===== src/rtl/fcs_pkg.sv =====
package fcs_pkg;
  localparam int          FCS_W       = 16;
  localparam logic [15:0] FCS_POLY_LSB = 16'h8408;
  localparam logic [15:0] FCS_PRESET   = 16'hFFFF;
  localparam logic [15:0] FCS_RESIDUE  = 16'hF0B8;

  typedef enum logic [1:0] {
    MODE_RUN   = 2'd0,
    MODE_SHIFT = 2'd1,
    MODE_HOLD  = 2'd2
  } fcs_mode_e;
endpackage


===== src/rtl/fcs_shift_reg.sv =====
module fcs_shift_reg
  import fcs_pkg::*;
#(
  parameter int           W      = FCS_W,
  parameter logic [W-1:0] POLY   = FCS_POLY_LSB,
  parameter logic [W-1:0] PRESET = FCS_PRESET
) (
  input  logic         clk,
  input  logic         rst_n,
  input  fcs_mode_e    mode,
  input  logic         bit_en,
  input  logic         rx_bit,
  input  logic         frm_start,
  output logic [W-1:0] crc_q
);
  logic [W-1:0] crc_nx;
  logic         fb;

  assign fb = crc_q[0] ^ rx_bit;

  always_comb begin
    crc_nx = crc_q;
    unique case (mode)
      MODE_RUN: begin
        if (frm_start)   crc_nx = PRESET;
        else if (bit_en) crc_nx = (crc_q >> 1) ^ (fb ? POLY : '0);
      end
      MODE_SHIFT: begin
        if (bit_en) crc_nx = {rx_bit, crc_q[W-1:1]};
      end
      default: crc_nx = crc_q;
    endcase
  end

  always_ff @(posedge clk or negedge rst_n) begin
    if (!rst_n) crc_q <= PRESET;
    else        crc_q <= crc_nx;
  end

  // start strobe in normal mode presets the register
  a_r2_preset: assert property (@(posedge clk) disable iff (!rst_n)
    (mode == MODE_RUN && frm_start) |=> crc_q == PRESET);
  // no enable and no strobe leaves the register alone
  a_r1_idle: assert property (@(posedge clk) disable iff (!rst_n)
    (mode == MODE_RUN && !frm_start && !bit_en) |=> $stable(crc_q));
  // a test shift moves the serial bit into the top position
  a_r6_shift_in: assert property (@(posedge clk) disable iff (!rst_n)
    (mode == MODE_SHIFT && bit_en) |=>
      (crc_q[W-1] == $past(rx_bit)) && (crc_q[W-2:0] == $past(crc_q[W-1:1])));
  // once the test shifts are complete the register is frozen
  a_r7_hold: assert property (@(posedge clk) disable iff (!rst_n)
    (mode == MODE_HOLD) |=> $stable(crc_q));
endmodule


===== config.mk =====
export PLATFORM = sky130hd
export DESIGN_NAME = fcs_shift_reg
export DESIGN_NICKNAME = d
export VERILOG_FILES = /design/src/rtl/fcs_pkg.sv /design/src/rtl/fcs_shift_reg.sv
export SDC_FILE = /design/constraint.sdc
export NUM_CORES = 1
export LEC_CHECK = 0
export BUFFER_PORTS_ARGS = -buffer_cell sky130_fd_sc_hd__buf_2
export CAP_MARGIN = 20
export CELL_PAD_IN_SITES_DETAIL_PLACEMENT = 0
export CELL_PAD_IN_SITES_GLOBAL_PLACEMENT = 2
export CORE_ASPECT_RATIO = 0.9
export CORE_MARGIN = 3
export CORE_UTILIZATION = 31
export CTS_CLUSTER_DIAMETER = 120
export CTS_CLUSTER_SIZE = 20
export DETAILED_ROUTE_END_ITERATION = 8
export GPL_TIMING_DRIVEN = 0
export HOLD_SLACK_MARGIN = 0.12
export MAX_ROUTING_LAYER = met4
export PLACE_DENSITY_LB_ADDON = 0.05
export SETUP_SLACK_MARGIN = 0.4
export SYNTH_ARGS = -nofsm -noshare
export SYNTH_HDL_FRONTEND = slang
export SYNTH_SLANG_ARGS = --single-unit

===== constraint.sdc =====
create_clock -name clk -period 3.32 [get_ports clk]
set_input_delay 0.996 -clock clk [delete_from_list [all_inputs] [get_ports clk]]
set_output_delay 0.996 -clock clk [all_outputs]
set_load 0.01 [all_outputs]

==> metrics.log <==
INFO  metric comb_power_share = roughly a fifth
INFO  metric synth_nets = 55
INFO  metric cts_resized = 0
INFO  metric finClkSkew = 1.37 ps
INFO  metric seq_power_share = 53.7%
INFO  metric cp_max_fo = 6
INFO  metric syn-cell-area = 704 sq um
INFO  metric worst_skew_pair.late_latency = 280 ps
INFO  metric holdCritStartpoint = crc_q[6]
INFO  metric io_pins = 23
INFO  metric max_cap_violations = 0
INFO  metric grt_overflow = 0
INFO  metric clkPwrFrac = a little over a quarter
INFO  metric num-fill-cells = 212
INFO  metric power_density = approximately 540 nW/um^2
INFO  metric routed-via-count = 501
INFO  metric total_leakage_power = 0.340 nW
INFO  metric drt-vias-per-instance = slightly above 5
INFO  metric antenna_violations_before_repair = 0
INFO  metric number_of_nets_with_antenna_violations_after_routing = 0
INFO  metric grt_pass1_wl = between 2000 and 3000 um
INFO  metric placement_rows = 15
INFO  metric synth.distinct_cells = 16
INFO  metric net_sw_power = 0.000126 W
INFO  metric die-height = 51.2 um
INFO  metric holdWs = 523 ps
INFO  metric groute.usage.overall = 12.8%
INFO  metric final_hold_viol_count = 0
INFO  metric worstPathBufferInverterCount = 1
INFO  metric postCtsSetupRepairBufs = 0
INFO  metric grt_pass1_vias = 561
INFO  metric dr.first_iter.drc_count = 9
INFO  metric crit_type = flip-flop to primary output
INFO  metric number_of_cells_traversed_by_the_worst_register_to_register_path = 3
INFO  metric proportion_of_layout_cells_with_a_drive_suffix_above_1 = 63.5%
INFO  metric timing.slew.headroom = 77.0%
INFO  metric hold_path_class = flip-flop to flip-flop
INFO  metric post_synth_inst_count = between 40 and 50
INFO  metric worst-slew-pin-transition = 346 ps
INFO  metric cts_buffers = 3
INFO  metric initial_core_util = 34.8%
INFO  metric number_of_nets_in_the_layout = 82
INFO  metric post_route_clock_period_utilization = 60.9%
INFO  metric drc_errors = 0
INFO  metric detail_route.wirelength = ~1400 um
INFO  metric htree_levels = 1
INFO  metric holdPathStages = 1
INFO  metric worst_path_max_delay_cell = sky130_fd_sc_hd__dfstp_2
INFO  metric number_of_buffer_cells_added_on_primary_ports = 22
INFO  metric cp_top_family = flip-flops
INFO  metric maxSlewViolCount = 0
INFO  metric post_drt_wl_per_cell = ~14 um
INFO  metric worstPathRequired = 2320 ps
INFO  metric unrepaired_setup_endpoints_after_global_routing = false
INFO  metric synth-warning-count = 0
INFO  metric hold_buffers = 0
INFO  metric drtPass1Iterations = 3
INFO  metric top_register = crc_q
INFO  metric rr_endpoint = crc_q[10]
INFO  metric arrival_time_at_the_worst_endpoint = between 1000 and 1500 ps
INFO  metric worstHoldEndpoint = crc_q[5]
INFO  metric endpoint_kind = primary output
INFO  metric syn2layout_area_growth = 25.2%
INFO  metric clockRootBuffer = sky130_fd_sc_hd__clkbuf_4
INFO  metric seq_area_frac_synth = 59.7%
INFO  metric power.share.switching = 26.4%
INFO  metric setup_viol = 0
INFO  metric antennaDiodeCount = 0
INFO  metric layout_top_registers = crc_q: 16 flops
INFO  metric ir_drop = 0.000258 V
INFO  metric crit_chain = buf_2
INFO  metric area_of_the_die = 2880 sq um
INFO  metric place.gp.congestion = 0.706
INFO  metric run_status = completed
INFO  metric fp.dieW = around 56 um
INFO  metric clk_sinks = 16
INFO  metric largest_register_ff_count = 16
INFO  metric synth-seq-cells = 16
INFO  metric critPathMaxStageDelay = 590 ps
INFO  metric setup_total_negative_slack = 0 ps
INFO  metric p_total = 0.000476 W
INFO  metric tritoncts_clock_tree = done
INFO  metric regToRegStartpoint = crc_q[0]
INFO  metric hpwlAfterDp = roughly 1100 um
INFO  metric placeableCoreArea = 2030 sq um
INFO  metric max_freq = 495 MHz
INFO  metric internal_power = about 0.00035 W
INFO  metric avg_synthesized_cell_area = 14.7 sq um
INFO  metric max-clock-path-buffers = 2
INFO  metric r2r_setup_slack = between 2000 and 2500 ps
INFO  metric grt_max_degree = 17
INFO  metric period_needed = 2020 ps
INFO  metric path_clk_slew = 90 ps
INFO  metric cp_startpoint_kind = flip-flop
placed cells by master, fill, tap and decap left out, types with 2 or more instances in the layout:
cell type                  Yosys  layout
sky130_fd_sc_hd__a21boi_0      3       3
sky130_fd_sc_hd__clkbuf_4      0       3
sky130_fd_sc_hd__nor3_1        2       2
sky130_fd_sc_hd__o22a_1       13      13
sky130_fd_sc_hd__buf_2         1      23
sky130_fd_sc_hd__o32a_1        3       3
sky130_fd_sc_hd__dfstp_2      16      16
how the worst max path moves through the flow:
stage / to / depth (start not counted) / start / slack (ps)
5_1_grt: crc_q[0] / 1 / crc_q[0] / 1240
3_5_place_dp: crc_q[15] / 5 / mode[0] / 1370
4_1_cts: crc_q[0] / 1 / crc_q[0] / 1280
3_3_place_gp: crc_q[10] / 5 / mode[0] / 1360
6_report: crc_q[0] / 1 / crc_q[0] / 1300
2_1_floorplan: crc_q[10] / 4 / mode[0] / 1620
cell families (layout without fill, tap and decap cells):
family	after synthesis	after routing	synth area share, %
AOI/OAI and AO/OA	20	20	25.9
xor gates and xnor gates	2	2	2.49
buffers and inverters	3	29	2.84
DFF	16	16	59.7
and+or+nand+nor	7	7	9.06
cells in the mapped netlist:
cell type / instances / share of area [%]
sky130_fd_sc_hd__a21boi_0: 3 / 3.2
sky130_fd_sc_hd__nor3b_1: 1 / 1.1
sky130_fd_sc_hd__xor2_1: 1 / 1.2
sky130_fd_sc_hd__buf_2: 1 / 0.71
sky130_fd_sc_hd__nand2b_1: 1 / 0.89
sky130_fd_sc_hd__o22a_1: 13 / 16
sky130_fd_sc_hd__a21oi_4: 1 / 2.3
sky130_fd_sc_hd__nor3_1: 2 / 1.4
sky130_fd_sc_hd__nand3b_4: 1 / 2.8
sky130_fd_sc_hd__nor2b_1: 1 / 0.89
sky130_fd_sc_hd__o32a_1: 3 / 4.3
sky130_fd_sc_hd__dfstp_2: 16 / 60
sky130_fd_sc_hd__inv_1: 1 / 0.53
sky130_fd_sc_hd__buf_6: 1 / 1.6
sky130_fd_sc_hd__xnor2_1: 1 / 1.2
sky130_fd_sc_hd__nand2b_4: 1 / 2.0
layer usage:
metal  share of wire [%]  global-route usage [%]  up-vias
met3                 6.1                    5.05        0
li1                    -                       -      239
met4                   0                    4.74        0
met5                   0                       -        -
met1                  47                    15.3      249
met2                  47                    19.8       13
area by class of cell:
cell class / count / area, sq um / share of cell area (%)
well taps: 25 / 31.3 / 3.55
repair buffers: 22 / 110 / 12.5
multi-input cells: 29 / 264 / 29.9
clock buffers: 4 / 36.3 / 4.11
plain buffers: 2 / 16.3 / 1.84
flip-flops and latches: 16 / 420 / 47.7
inverters: 1 / 3.75 / 0.426
stage by stage:
stage               setup slack [ps]  cells  cell area (sq um)  utilization [%]
floorplan                       1620     48                704                -
global placement                1360     95                846             41.7
detailed placement              1370     95                846             41.7
CTS                             1280     99                882             43.5
global route                    1240     99                882             43.5
finish                          1300     99                882             43.5
power groups by stage:
| stage | Combinational [W] | Sequential, W | Clock (W) |
|---|---|---|---|
| 2_1_floorplan | 0.0000428 | 0.000269 | 0 |
| 3_3_place_gp | 0.0000953 | 0.000259 | 0 |
| 3_5_place_dp | 0.0000952 | 0.000259 | 0 |
| 4_1_cts | 0.0000956 | 0.000256 | 0.000137 |
| 5_1_grt | 0.000104 | 0.000261 | 0.000147 |
| 6_report | 0.0000932 | 0.000256 | 0.000127 |
No activity file was read; power rests on OpenSTA's default activity.
